==> src/rtl/csp_pkg.sv <==
// Shared opcodes and decoded-command type for the command/status port.
// Assumes a 16-bit command word with a 5-bit opcode on top.
package csp_pkg;
    localparam int CMD_W = 16;
    localparam int OP_W  = 5;
    localparam int ARG_W = CMD_W - OP_W;

    localparam logic [OP_W-1:0] OP_GLB_RST  = 5'h00;
    localparam logic [OP_W-1:0] OP_WIN_SEL  = 5'h01;
    localparam logic [OP_W-1:0] OP_RX_DIS   = 5'h03;
    localparam logic [OP_W-1:0] OP_RX_EN    = 5'h04;
    localparam logic [OP_W-1:0] OP_RX_RST   = 5'h05;
    localparam logic [OP_W-1:0] OP_TX_EN    = 5'h09;
    localparam logic [OP_W-1:0] OP_TX_DIS   = 5'h0A;
    localparam logic [OP_W-1:0] OP_TX_RST   = 5'h0B;
    localparam logic [OP_W-1:0] OP_REQ_INT  = 5'h0C;
    localparam logic [OP_W-1:0] OP_ACK      = 5'h0D;
    localparam logic [OP_W-1:0] OP_SET_MASK = 5'h0E;
    localparam logic [OP_W-1:0] OP_SET_FILT = 5'h10;

    typedef struct packed {
        logic             glb;
        logic             win;
        logic             rx_en;
        logic             rx_dis;
        logic             rx_rst;
        logic             tx_en;
        logic             tx_dis;
        logic             tx_rst;
        logic             req_int;
        logic             ack;
        logic             set_mask;
        logic             set_filt;
        logic [ARG_W-1:0] arg;
    } dec_t;
endpackage

==> src/rtl/csp_cmd_decode.sv <==
// Combinational opcode decoder. Produces one action flag per known opcode,
// qualified by the accept condition; unknown opcodes yield no flag.
module csp_cmd_decode
    import csp_pkg::*;
(
    input  logic             accept_i,
    input  logic [CMD_W-1:0] cmd_i,
    output dec_t             dec_o
);
    logic [OP_W-1:0] op;
    assign op = cmd_i[CMD_W-1:ARG_W];

    // Map the accepted opcode to a single action flag.
    always_comb begin
        dec_o     = '0;
        dec_o.arg = cmd_i[ARG_W-1:0];
        if (accept_i) begin
            case (op)
                OP_GLB_RST:  dec_o.glb      = 1'b1;
                OP_WIN_SEL:  dec_o.win      = 1'b1;
                OP_RX_DIS:   dec_o.rx_dis   = 1'b1;
                OP_RX_EN:    dec_o.rx_en    = 1'b1;
                OP_RX_RST:   dec_o.rx_rst   = 1'b1;
                OP_TX_EN:    dec_o.tx_en    = 1'b1;
                OP_TX_DIS:   dec_o.tx_dis   = 1'b1;
                OP_TX_RST:   dec_o.tx_rst   = 1'b1;
                OP_REQ_INT:  dec_o.req_int  = 1'b1;
                OP_ACK:      dec_o.ack      = 1'b1;
                OP_SET_MASK: dec_o.set_mask = 1'b1;
                OP_SET_FILT: dec_o.set_filt = 1'b1;
                default:     dec_o.arg      = cmd_i[ARG_W-1:0];
            endcase
        end
    end
endmodule

==> src/rtl/csp_settle_timer.sv <==
// Busy timer: loaded on a global reset, counts down to zero.
// Busy is high for exactly SETTLE_CYCLES cycles after the loading edge.
module csp_settle_timer #(
    parameter int SETTLE_CYCLES = 1000
) (
    input  logic clk,
    input  logic rst_n,
    input  logic start_i,
    output logic busy_o
);
    localparam int CNT_W = $clog2(SETTLE_CYCLES + 1);
    localparam logic [CNT_W-1:0] LOAD = CNT_W'(SETTLE_CYCLES);

    logic [CNT_W-1:0] cnt;

    // Load on start, otherwise count down while non-zero.
    always_ff @(posedge clk) begin
        if (!rst_n)              cnt <= '0;
        else if (start_i)        cnt <= LOAD;
        else if (cnt != '0)      cnt <= cnt - 1'b1;
    end

    assign busy_o = (cnt != '0);
endmodule

==> src/rtl/csp_intr_status.sv <==
// Sticky event bits, interrupt mask and interrupt latch.
// Bit 0 of the status byte is the latch; bits N_BITS-1..1 are sources.
// Assumes set and clear requests are single-cycle.
module csp_intr_status #(
    parameter int N_BITS = 8
) (
    input  logic              clk,
    input  logic              rst_n,
    input  logic              clear_all_i,
    input  logic [N_BITS-1:1] set_i,
    input  logic [N_BITS-1:0] clr_i,
    input  logic              mask_load_i,
    input  logic [N_BITS-1:1] mask_val_i,
    output logic [N_BITS-1:0] stat_o,
    output logic              intr_o
);
    logic [N_BITS-1:1] bits_q, bits_d;
    logic [N_BITS-1:1] mask_q, mask_d;
    logic              latch_q, latch_d;

    // Next state: sets win over clears, global clear wins over all.
    always_comb begin
        bits_d  = (bits_q & ~clr_i[N_BITS-1:1]) | set_i;
        mask_d  = mask_load_i ? mask_val_i : mask_q;
        latch_d = (latch_q & ~clr_i[0]) | (|(bits_d & mask_d));
        if (clear_all_i) begin
            bits_d  = '0;
            mask_d  = '0;
            latch_d = 1'b0;
        end
    end

    // State registers.
    always_ff @(posedge clk) begin
        if (!rst_n) begin
            bits_q  <= '0;
            mask_q  <= '0;
            latch_q <= 1'b0;
        end else begin
            bits_q  <= bits_d;
            mask_q  <= mask_d;
            latch_q <= latch_d;
        end
    end

    assign stat_o = {bits_q, latch_q};
    assign intr_o = |(bits_q & mask_q);
endmodule

==> src/rtl/csp_chan_ctl.sv <==
// Per-engine control: registered one-cycle strobes {reset, disable, enable}
// and an enabled level. The engine is off after reset.
module csp_chan_ctl (
    input  logic       clk,
    input  logic       rst_n,
    input  logic       clear_i,
    input  logic       en_i,
    input  logic       dis_i,
    input  logic       rst_i,
    output logic [2:0] stb_o,
    output logic       on_o
);
    // Strobe register and enable level.
    always_ff @(posedge clk) begin
        if (!rst_n) begin
            stb_o <= '0;
            on_o  <= 1'b0;
        end else begin
            stb_o <= {rst_i, dis_i, en_i};
            if (clear_i || dis_i || rst_i) on_o <= 1'b0;
            else if (en_i)                 on_o <= 1'b1;
        end
    end
endmodule

==> src/rtl/cmd_status_port.sv <==
// Command/status port top. Accepts command words, holds the window number
// and receive filter, and assembles the status word.
// Assumes cmd_we is a single-cycle write strobe from the host bus.
module cmd_status_port
    import csp_pkg::*;
#(
    parameter int SETTLE_CYCLES = 1000,
    parameter int WIN_W         = 3,
    parameter int FILT_W        = 4
) (
    input  logic             clk,
    input  logic             rst_n,
    input  logic             cmd_we,
    input  logic [CMD_W-1:0] cmd_data,
    input  logic             ev_fail_i,
    input  logic             ev_tx_done_i,
    input  logic             ev_tx_avail_i,
    input  logic             ev_rx_done_i,
    input  logic             ev_rx_early_i,
    input  logic             ev_stats_i,
    output logic [CMD_W-1:0] status_o,
    output logic             intr_o,
    output logic [FILT_W-1:0] filt_o,
    output logic [2:0]       rx_stb_o,
    output logic [2:0]       tx_stb_o,
    output logic             rx_on_o,
    output logic             tx_on_o,
    output logic             glb_stb_o
);
    localparam int N_BITS  = 8;
    localparam int RSV_W   = CMD_W - WIN_W - 1 - N_BITS;

    logic              busy;
    logic              accept;
    dec_t              dec;
    logic [WIN_W-1:0]  win_q;
    logic [N_BITS-1:0] stat;
    logic [N_BITS-1:1] ev_set;
    logic [N_BITS-1:0] ack_clr;
    logic              unused_arg;

    assign accept = cmd_we && !busy;

    csp_cmd_decode u_dec (
        .accept_i (accept),
        .cmd_i    (cmd_data),
        .dec_o    (dec)
    );

    csp_settle_timer #(.SETTLE_CYCLES(SETTLE_CYCLES)) u_timer (
        .clk     (clk),
        .rst_n   (rst_n),
        .start_i (dec.glb),
        .busy_o  (busy)
    );

    // Event sources in status-bit order; bit 6 comes from the host.
    assign ev_set  = {ev_stats_i, dec.req_int, ev_rx_early_i, ev_rx_done_i,
                      ev_tx_avail_i, ev_tx_done_i, ev_fail_i};
    assign ack_clr = dec.ack ? dec.arg[N_BITS-1:0] : '0;

    csp_intr_status #(.N_BITS(N_BITS)) u_intr (
        .clk         (clk),
        .rst_n       (rst_n),
        .clear_all_i (dec.glb),
        .set_i       (ev_set),
        .clr_i       (ack_clr),
        .mask_load_i (dec.set_mask),
        .mask_val_i  (dec.arg[N_BITS-1:1]),
        .stat_o      (stat),
        .intr_o      (intr_o)
    );

    csp_chan_ctl u_rx (
        .clk     (clk),
        .rst_n   (rst_n),
        .clear_i (dec.glb),
        .en_i    (dec.rx_en),
        .dis_i   (dec.rx_dis),
        .rst_i   (dec.rx_rst),
        .stb_o   (rx_stb_o),
        .on_o    (rx_on_o)
    );

    csp_chan_ctl u_tx (
        .clk     (clk),
        .rst_n   (rst_n),
        .clear_i (dec.glb),
        .en_i    (dec.tx_en),
        .dis_i   (dec.tx_dis),
        .rst_i   (dec.tx_rst),
        .stb_o   (tx_stb_o),
        .on_o    (tx_on_o)
    );

    // Window number, receive filter and global-reset strobe.
    always_ff @(posedge clk) begin
        if (!rst_n) begin
            win_q     <= '0;
            filt_o    <= '0;
            glb_stb_o <= 1'b0;
        end else begin
            glb_stb_o <= dec.glb;
            if (dec.glb) begin
                win_q  <= '0;
                filt_o <= '0;
            end else begin
                if (dec.win)      win_q  <= dec.arg[WIN_W-1:0];
                if (dec.set_filt) filt_o <= dec.arg[FILT_W-1:0];
            end
        end
    end

    assign unused_arg = ^dec.arg[ARG_W-1:N_BITS];

    // Status word: window, busy, reserved zeros, event byte.
    assign status_o = {win_q, busy, {RSV_W{1'b0}}, stat};
endmodule

==> config.mk <==
export PLATFORM = sky130hd
export DESIGN_NAME = cmd_status_port
export DESIGN_NICKNAME = d
export VERILOG_FILES = /design/src/rtl/csp_pkg.sv /design/src/rtl/csp_cmd_decode.sv /design/src/rtl/csp_settle_timer.sv /design/src/rtl/csp_intr_status.sv /design/src/rtl/csp_chan_ctl.sv /design/src/rtl/cmd_status_port.sv
export SDC_FILE = /design/constraint.sdc
export NUM_CORES = 1
export LEC_CHECK = 0
export ABC_CLOCK_PERIOD_IN_PS = 4550
export BUFFER_PORTS_ARGS = -buffer_cell sky130_fd_sc_hd__buf_2
export CORE_MARGIN = 2
export CORE_UTILIZATION = 55
export CTS_BUF_LIST = sky130_fd_sc_hd__clkbuf_8 sky130_fd_sc_hd__clkbuf_16
export CTS_CLUSTER_SIZE = 14
export DETAILED_ROUTE_END_ITERATION = 16
export GPL_TIMING_DRIVEN = 0
export MAX_ROUTING_LAYER = met4
export PLACE_DENSITY = 0.84
export SYNTH_ARGS = -nofsm -noshare
export SYNTH_HDL_FRONTEND = slang
export SYNTH_SLANG_ARGS = --single-unit
==> constraint.sdc <==
create_clock -name clk -period 4.55 [get_ports clk]
set_input_delay 0.6825 -clock clk [delete_from_list [all_inputs] [get_ports clk]]
set_output_delay 0.6825 -clock clk [all_outputs]
set_load 0.02 [all_outputs]
==> results.py, run 1 <==
metrics = {
    "pwr": {
        "power_density_nw_per_um2": 475.6,
        "vdd_drop_max_uv": 430.9,
        "cellLeakagePower_nw": 1.001,
    },
    "yosys": {
        "ys_seq_elements": 41,
        "synth_cells": 210,
        "ys_types": 48,
        "async_flop_share_pct": 0,
        "syn_area_um2": 1938,
        "synth-main-ff-cell": "dfxtp_1",
        "synth_warnings": 0,
        "synth-edff-count": 0,
        "ys_seq_area_share_pct": 42.35,
        "avgSynthCellArea_um2": 9.229,
    },
    "global_routing": {
        "gr-usage-all-layers_pct": 22.59,
        "antenna_found_initial": 0,
        "grt_first_pass_wirelength_um": 6851,
        "grt_pass1_vias": 1517,
        "grt_max_degree": 13,
        "overflow": 0,
    },
    "placed_design": {
        "post-place-cells": 305,
        "port-buffer-count": 46,
        "routabilityCongestion": 0.8191,
        "hpwl_um": 3057,
    },
    "hold_path": {
        "hp-class": "flip-flop to flip-flop",
    },
    "drt": {
        "wl_per_cell_um": 13.12,
        "met3_length_um": 280,
        "first_pass_iters": 4,
        "drtIter0Drc": 141,
        "wl_met1_um": 1881,
        "highest_layer": "met4",
        "routed-via-count": 1681,
        "drt_wl_total_um": 4107,
        "wl_met2_um": 1864,
        "via_per_inst": 5.371,
        "ant_nets": 0,
        "drc": 0,
    },
    "floorplan": {
        "die_w_um": 63.36,
        "die_h_um": 63.36,
        "dieArea_um2": 4014,
        "rows": 21,
        "io_pins": 55,
        "floorplan.initialDensity_pct": 57.63,
        "coreArea_um2": 3363,
    },
    "cells_and_area": {
        "final_common_cell": "buf_2",
        "drive_above_1_share_pct": 29.96,
        "n_antenna_cell": 0,
        "fill_cells": 293,
        "layout.cells.non_filler": 313,
        "final_cell_mix": "buf_2, dfxtp_1, nor2_1",
        "layout.nets": 293,
        "register_area_um2": 820.8,
        "multi_input_area_um2": 998.5,
        "area_growth_pct": 20.66,
    },
    "critical_path": {
        "end_kind": "flip-flop",
        "cp-start-kind": "flip-flop",
        "path_max_fanout": 10,
        "arrival_ns": 2.97,
        "crit_type": "flip-flop to flip-flop",
        "required_ns": 4.70,
    },
    "timing": {
        "worst_slew_pin_slew_ns": 0.5281,
        "finClkSkew_ns": 0.004845,
        "period_minus_slack_ns": 2.816,
        "rsz0062_at_grt": "false",
        "max-slew-margin-rel_pct": 64.79,
        "fmax_ghz": 0.3551,
        "period_share_pct": 61.90,
        "hold_viol": 0,
        "setup_tns_ns": 0,
        "finalSetupViolCount": 0,
        "slew_viol_final": 0,
    },
    "clocking": {
        "cts_setup_buffers": 0,
        "cts_tree": "done",
        "cts.sinks": 41,
        "cts_resized": 0,
        "hold_buffers": 0,
        "clkTransAtPathRegs_ns": 0.07,
        "cts_root_buf": "clkbuf_8",
        "clockBufferDepth": 2,
        "clk_latency_ns": 0.30,
        "htreeDepth": 2,
        "cts_made_buffers": 5,
    },
    "job": {
        "maxCapViolCount": 0,
    },
    "status": {
        "outcome": "finished, final reports clean",
    },
}
==> where the power goes <==
group	internal, mW	leakage, nW	total, mW	switching, mW
clock network	0.137	0.0542	0.256	0.119
logic	0.170	0.613	0.398	0.228
registers	0.408	0.334	0.458	0.0498
==> critical path: stages, from the launching register on <==
cell      delay, ns
dfxtp_1        0.33
inv_1          0.09
ha_1           0.17
nor3b_2        0.37
nand4_4        0.26
nor3b_4        0.48
mux2_2         0.40
a222oi_1       0.42
a41oi_2        0.15
==> area by class of cell <==
cell class	instances	area share [%]
Tap cell	46	2.461
Inverter	10	1.605
Sequential cell	41	35.10
Multi-Input combinational cell	146	42.70
Clock inverter	1	0.2140
Buffer	16	3.959
Clock buffer	7	4.120
Timing Repair Buffer	46	9.845
==> sequential cells by signal, indices dropped and copies added (netlist names) <==
name            flops
u_tx.on_o           1
u_intr.bits_q       7
u_rx.on_o           1
glb_stb_o           1
u_timer.cnt        10
u_rx.stb_o          3
win_q               3
filt_o              4
u_tx.stb_o          3
u_intr.mask_q       7
u_intr.latch_q      1
==> stage by stage <==
step / power (mW) / util (%) / hold WS, ns / setup slack (ns) / area, um^2
after CTS: 1.116 / 69.53 / 0.4937 / 1.741 / 2338
after detailed placement: 0.8572 / 66.52 / 0.4783 / 1.595 / 2237
after floorplan: 0.7745 / - / 0.4752 / 2.041 / 1949
after global placement: 0.8461 / 66.52 / 0.4666 / 1.626 / 2237
after global routing: 1.186 / 69.53 / 0.5317 / 1.570 / 2338
final: 1.112 / 69.53 / 0.4918 / 1.734 / 2338
==> worst paths after layout <==
check,start,endpoint,slack [ns],cells after the start
max,u_timer.cnt[0],u_intr.latch_q,1.73,8
min,win_q[0],win_q[0],0.49,2
max reg2reg,u_timer.cnt[0],u_intr.latch_q,1.73,8
min reg2reg,win_q[0],win_q[0],0.49,2
==> per-layer routing <==
layer  vias to the layer above  GRT usage (%)
met2                        48          33.29
met4                         0          10.05
li1                        841              -
met3                         8          7.143
met5                         -              -
met1                       784          28.39
==> cell families after synthesis <==
logic type / Yosys count / synth area share (%)
compound gates: 41 / 15.43
xor+xnor: 5 / 2.260
fa+ha+maj: 2 / 1.291
buf+inv: 26 / 6.714
flops: 41 / 42.35
mux: 15 / 8.134
other cells: 1 / 0.1935
simple gates: 79 / 23.63
==> cell usage after synthesis, types with 3 or more instances <==
master     n  share of area, %
clkbuf_1   6               1.2
dfxtp_1   41                42
inv_1     10               1.9
a21oi_1   15               3.9
o21ai_0    5               1.3
xnor2_1    3               1.4
nor2b_1    7               2.3
nand3_1    8               2.1
nand2_1    7               1.4
nor3_1     5               1.3
nand2b_1   4               1.3
mux2i_1    9               4.6
buf_4      6               2.3
nor3b_1    3               1.2
mux2_2     6               3.5
nor2_1    29               5.6
Power figures use the tool's default switching activity.
==> run 2, diff against run 1 <==
Settings changed: ABC_AREA from default to 1, ABC_CLOCK_PERIOD_IN_PS 4550 to 2500, CORE_UTILIZATION 55 to 46, PLACE_DENSITY 0.84 to 0.74.
Clock period 4.55 ns to 2.5 ns, I/O delays scaled along.
==> run 2 against run 1 <==
Net effect: sequential power increased by 73%; highest routed layer unchanged; via count rose by 5.4%; critical endpoint is now u_rx.on_o; non-clock buffer count decreased by 4; area after synthesis is 2.3% higher; worst setup slack worse by 1.2 ns; sequential cell count unchanged; sequential share of layout area shrank 0.50 points.
==> results.py, run 2 <==
metrics = {
    "status": {
        "outcome": "finished, final reports clean",
    },
    "pwr": {
        "comb_power_share_pct": 33.8,
        "power.share.switching_pct": 35.84,
        "vdd_drop_max_uv": 335.9,
        "cellLeakagePower_nw": 1.154,
        "power_frac_seq_pct": 42.9,
        "pwr-share-clk_pct": 23.3,
        "power_report.internal_total_mw": 1.182,
        "p_switching_uw": 660.0,
        "power_density_nw_per_um2": 776.3,
    },
    "clocking": {
        "cts.sinks": 41,
        "htreeDepth": 2,
        "cts_root_buf": "clkbuf_8",
        "cts_resized": 0,
        "hold_buffers": 0,
        "clockBufferDepth": 2,
        "cts_tree": "done",
        "cts_made_buffers": 5,
        "clk_latency_ns": 0.30,
        "clkTransAtPathRegs_ns": 0.07,
        "cts_setup_buffers": 0,
    },
    "cells_and_area": {
        "final_common_cell": "nand2_1",
        "layout.nets": 352,
        "drive_above_1_share_pct": 26.46,
        "regMostFlops": "u_timer.cnt",
        "area_growth_pct": 19.70,
        "final_cell_mix": "nand2_1, buf_2, dfxtp_1",
        "largest_reg_flops": 10,
        "n_antenna_cell": 0,
        "reg.largest.list": "u_timer.cnt (10), u_intr.bits_q (7), u_intr.mask_q (7)",
        "layout.cells.non_filler": 375,
    },
    "floorplan": {
        "rows": 23,
        "dieArea_um2": 4850,
        "floorplan.initialDensity_pct": 48.50,
        "io_pins": 55,
        "die_h_um": 69.64,
        "die_w_um": 69.64,
        "coreArea_um2": 4086,
    },
    "yosys": {
        "synth_largest_area_cell": "dfxtp_1",
        "ys_seq_area_share_pct": 41.41,
        "synth_cells": 269,
        "avgSynthCellArea_um2": 7.368,
        "synth-edff-count": 0,
        "yosysMostFrequentCell": "nand2_1",
        "synth_warnings": 0,
        "ys_seq_elements": 41,
        "synth-main-ff-cell": "dfxtp_1",
        "netlist_top_cells_count": "nand2_1, dfxtp_1, inv_1, nor2_1, a21oi_1",
        "ys_top_cells_by_area": "dfxtp_1, nand2_1, inv_1, nor2_1, a21oi_1",
        "async_flop_share_pct": 0,
        "synth_top_area_share_pct": 41.41,
        "ys_types": 34,
        "syn_area_um2": 1982,
    },
    "drt": {
        "first_pass_iters": 4,
        "routed-via-count": 1771,
        "drt_wl_total_um": 4197,
        "wl_per_cell_um": 11.19,
        "drc": 0,
        "via_per_inst": 4.723,
        "ant_nets": 0,
        "drtIter0Drc": 101,
    },
    "critical_path": {
        "path_max_fanout": 10,
        "crit_top_cell": "nand2_2",
        "cp_num_cells": 10,
        "critical_path.cell_chain": "inv_1 -> ha_1 -> nand3_2 -> nor2_4 -> nand2_2 -> inv_2 -> nand4_2 -> nand2_2 -> buf_4 -> nor2_1",
        "reg2reg_to": "u_rx.on_o",
        "path_buf_inv": 3,
        "crit_path_start": "u_timer.cnt[0]",
        "end_kind": "flip-flop",
        "cp_slowest_cell": "dfxtp_1",
        "cp-start-kind": "flip-flop",
        "crit_type": "flip-flop to flip-flop",
        "timing.rr.start": "u_timer.cnt[0]",
        "critPathCapture": "u_rx.on_o",
        "ff2ff_path_depth": 10,
        "cpPeakStageDelay_ns": 0.33,
        "required_ns": 2.69,
        "critical_path.top_delay_family": "simple AND/OR/NAND/NOR gates",
        "arrival_ns": 2.17,
        "ff2ff_setup_slack_ns": 0.52,
    },
    "global_routing": {
        "grt_first_pass_wirelength_um": 7134,
        "gr-usage-all-layers_pct": 18.82,
        "overflow": 0,
        "grt_max_degree": 12,
        "grt_pass1_vias": 1664,
        "antenna_found_initial": 0,
    },
    "placed_design": {
        "routabilityCongestion": 0.8717,
        "hpwl_um": 3220,
        "port-buffer-count": 46,
        "post-place-cells": 368,
    },
    "timing": {
        "finalSetupViolCount": 0,
        "period_minus_slack_ns": 1.982,
        "rsz0062_at_grt": "false",
        "fmax_ghz": 0.5045,
        "slew_viol_final": 0,
        "hold_viol": 0,
        "setup_tns_ns": 0,
        "finClkSkew_ns": 0.005100,
        "period_share_pct": 79.29,
    },
    "job": {
        "maxCapViolCount": 0,
    },
    "hold_path": {
        "min_path_cells": 3,
        "hp-class": "input port to flip-flop",
    },
}
==> run 2: worst reg2reg max path: stages, from the launching register on <==
cell and delay [ns]:
dfxtp_1 0.33, inv_1 0.11, ha_1 0.18, nand3_2 0.10, nor2_4 0.20, nand2_2 0.15
inv_2 0.11, nand4_2 0.14, nand2_2 0.26, buf_4 0.24, nor2_1 0.06
==> run 2: layout make-up <==
type | count | area (um^2)
Buffer | 12 | 88.84
Clock buffer | 6 | 82.58
Timing Repair Buffer | 46 | 230.2
Clock inverter | 1 | 3.754
Sequential cell | 41 | 820.8
Tap cell | 50 | 62.56
Inverter | 37 | 138.9
Fill cell | 387 | 1714
Multi-Input combinational cell | 182 | 944.7
==> run 2: stage by stage <==
| step | power (mW) | hold WS (ns) | utilization, % | cell area [um^2] | worst slack (ns) |
|---|---|---|---|---|---|
| floorplan | 1.284 | 0.4582 | - | 1993 | 0.8887 |
| global placement | 1.411 | 0.4439 | 55.94 | 2286 | 0.5515 |
| detailed placement | 1.427 | 0.4525 | 55.94 | 2286 | 0.5097 |
| CTS | 1.861 | 0.3148 | 58.05 | 2372 | 0.4997 |
| global route | 1.976 | 0.3298 | 58.05 | 2372 | 0.3595 |
| finish | 1.842 | 0.3202 | 58.05 | 2372 | 0.5178 |
==> run 2: cells by family (layout without fill, tap and decap cells) <==
| group | Yosys count | count (layout) | synth area share, % |
|---|---|---|---|
| simple gates | 139 | 139 | 33.33 |
| xor+xnor | 5 | 5 | 2.210 |
| buf+inv | 49 | 102 | 11.49 |
| compound gates | 32 | 32 | 10.10 |
| other cells | 1 | 4 | 0.1892 |
| flops | 41 | 41 | 41.41 |
| fa+ha+maj | 2 | 2 | 1.262 |
==> run 2: worst min-delay path by stage <==
stage | from | end | slack (ns)
after global placement | filt_o[0] | filt_o[0] | 0.44
after floorplan | u_timer.cnt[0] | u_timer.cnt[0] | 0.46
after global routing | ev_tx_avail_i | u_intr.bits_q[3] | 0.33
final | ev_tx_avail_i | u_intr.bits_q[3] | 0.32
after detailed placement | filt_o[0] | filt_o[0] | 0.45
after CTS | ev_tx_done_i | u_intr.bits_q[2] | 0.31
==> run 2: power by group through the flow <==
stage,sequential [mW],combinational [mW],clock [mW]
3_3_place_gp,0.804,0.608,0
2_1_floorplan,0.804,0.480,0
4_1_cts,0.790,0.624,0.446
6_report,0.791,0.622,0.428
5_1_grt,0.800,0.696,0.480
3_5_place_dp,0.806,0.622,0
==> run 2: metal layers <==
| layer | global-route usage (%) | routed length, um |
|---|---|---|
| met1 | 21.04 | 1886 |
| met3 | 5.233 | 263 |
| met5 | - | 0 |
| met4 | 7.906 | 78 |
| met2 | 31.62 | 1969 |
==> run 3, diff against run 2 <==
Settings changed: ABC_CLOCK_PERIOD_IN_PS 2500 to 2100, CORE_UTILIZATION 46 to 51, PLACE_DENSITY 0.74 to 0.78.
Clock period 2.5 ns to 2.1 ns, I/O delays scaled along.
==> run 3 against run 2 <==
Net effect: sequential power up 19%; sequential cell count unchanged; clock-buffer cell count up 1; design area up 0.74%; clock skew about the same; combinational power up 19%; sequential share of layout area down 0.25 points; total power up 22%; hold slack worse by 0.053 ns; global-route usage up 2.4 points; critical path depth down 3; final cell count down 0.27%; critical endpoint is now status_o[12]; largest cell class unchanged.
==> results.py, run 3 (synthesis results as in run 2) <==
metrics = {
    "critical_path": {
        "cp_slowest_cell": "dfxtp_1",
        "end_kind": "primary output",
        "required_ns": 1.78,
        "path_max_fanout": 7,
        "arrival_ns": 1.58,
        "cp-start-kind": "flip-flop",
        "cpPeakStageDelay_ns": 0.32,
        "crit_top_cell": "inv_1",
        "critical_path.cell_chain": "inv_1 -> ha_1 -> nand3_2 -> nor2_4 -> inv_1 -> buf_4 -> buf_2",
        "crit_type": "flip-flop to primary output",
    },
    "placed_design": {
        "port-buffer-count": 46,
        "dp_slack_ns": 0.1318,
        "post-place-cells": 366,
        "place_area_um2": 2283,
        "routabilityCongestion": 0.8346,
        "hpwl_um": 3089,
    },
    "cells_and_area": {
        "utilization_pct": 64.79,
        "reg.largest.list": "u_timer.cnt (10), u_intr.bits_q (7), u_intr.mask_q (7)",
        "fin_area_um2": 2390,
        "final_cell_mix": "nand2_1, buf_2, dfxtp_1",
        "final_common_cell": "nand2_1",
        "n_antenna_cell": 0,
        "drive_above_1_share_pct": 26.99,
        "largest_reg_flops": 10,
        "layout.nets": 352,
        "regMostFlops": "u_timer.cnt",
        "layout.cells.non_filler": 374,
        "area_growth_pct": 20.58,
    },
    "clocking": {
        "clkTransAtPathRegs_ns": 0.08,
        "clk_latency_ns": 0.29,
        "cts_tree": "done",
        "cts.sinks": 41,
        "cts_resized": 0,
        "cts_made_buffers": 5,
        "clockBufferDepth": 2,
        "cts_setup_buffers": 0,
        "cts_root_buf": "clkbuf_8",
        "htreeDepth": 2,
        "hold_buffers": 0,
    },
    "pwr": {
        "cellLeakagePower_nw": 1.161,
        "power_density_nw_per_um2": 938.0,
        "report.power.total_mw": 2.242,
        "vdd_drop_max_uv": 542.4,
    },
    "timing": {
        "rsz0062_at_grt": "false",
        "finClkSkew_ns": 0.004869,
        "holdWs_ns": 0.2675,
        "hold_viol": 0,
        "setup_slack_ns": 0.2003,
        "period_minus_slack_ns": 1.900,
        "fmax_ghz": 0.5264,
        "period_share_pct": 90.46,
        "setup_tns_ns": 0,
        "slew_viol_final": 0,
        "finalSetupViolCount": 0,
    },
    "global_routing": {
        "grt_pass1_vias": 1579,
        "grt_first_pass_wirelength_um": 6768,
        "grt_max_degree": 13,
        "overflow": 0,
        "antenna_found_initial": 0,
        "gr-usage-all-layers_pct": 21.23,
    },
    "floorplan": {
        "floorplan.initialDensity_pct": 53.73,
        "rows": 22,
        "coreArea_um2": 3689,
        "die_w_um": 66.34,
        "die_h_um": 66.34,
        "dieArea_um2": 4401,
        "io_pins": 55,
    },
    "drt": {
        "drt_wl_total_um": 4060,
        "routed-via-count": 1816,
        "ant_nets": 0,
        "drtIter0Drc": 49,
        "wl_per_cell_um": 10.86,
        "first_pass_iters": 4,
        "via_per_inst": 4.856,
        "drc": 0,
    },
    "status": {
        "outcome": "finished, final reports clean",
    },
    "hold_path": {
        "hp-class": "input port to flip-flop",
    },
    "job": {
        "maxCapViolCount": 0,
    },
}
## run 3: cell count changes in the layout (fill, tap and decap cells not counted), sizes merged
cell / before / now
inv: 38 / 37
clkbuf: 7 / 8
clkinv: 0 / 1
## run 3: where the power goes
part           internal (mW)  switching, mW
Sequential             0.866         0.0727
Clock                  0.297          0.267
Combinational          0.286          0.453
## run 3: final cells by class
class                      instances  area (um^2)
multi-input combinational        182        949.7
tap                               48        60.06
sequential                        41        820.8
clock buffer                       7        96.34
timing repair buffer              46        230.2
inverter                          37        138.9
buffer                            12        88.84
clock inverter                     1        5.005
fill                             355         1299
## run 3: metal layers
metal / GRT usage [%] / share of wire [%]
met4: 7.653 / 1.7
met3: 6.814 / 5.1
met2: 35.63 / 49
met5: - / 0
met1: 23.61 / 45
## run 3: worst max-delay path, delay by kind of cell (launching register included)
family	cells	cell delay (ns)
fa+ha+maj	1	0.19
simple gates	2	0.29
buf+inv	4	0.50
flops	1	0.32
## run 3: final timing paths
| check | from | slack [ns] | cells after the start | to |
|---|---|---|---|---|
| worst min-delay path | ev_tx_avail_i | 0.27 | 3 | u_intr.bits_q[3] |
| worst max-delay path | u_timer.cnt[0] | 0.20 | 7 | status_o[12] |
| worst max register to register | u_timer.cnt[0] | 0.20 | 10 | u_rx.on_o |
| worst min register to register | filt_o[0] | 0.46 | 2 | filt_o[0] |
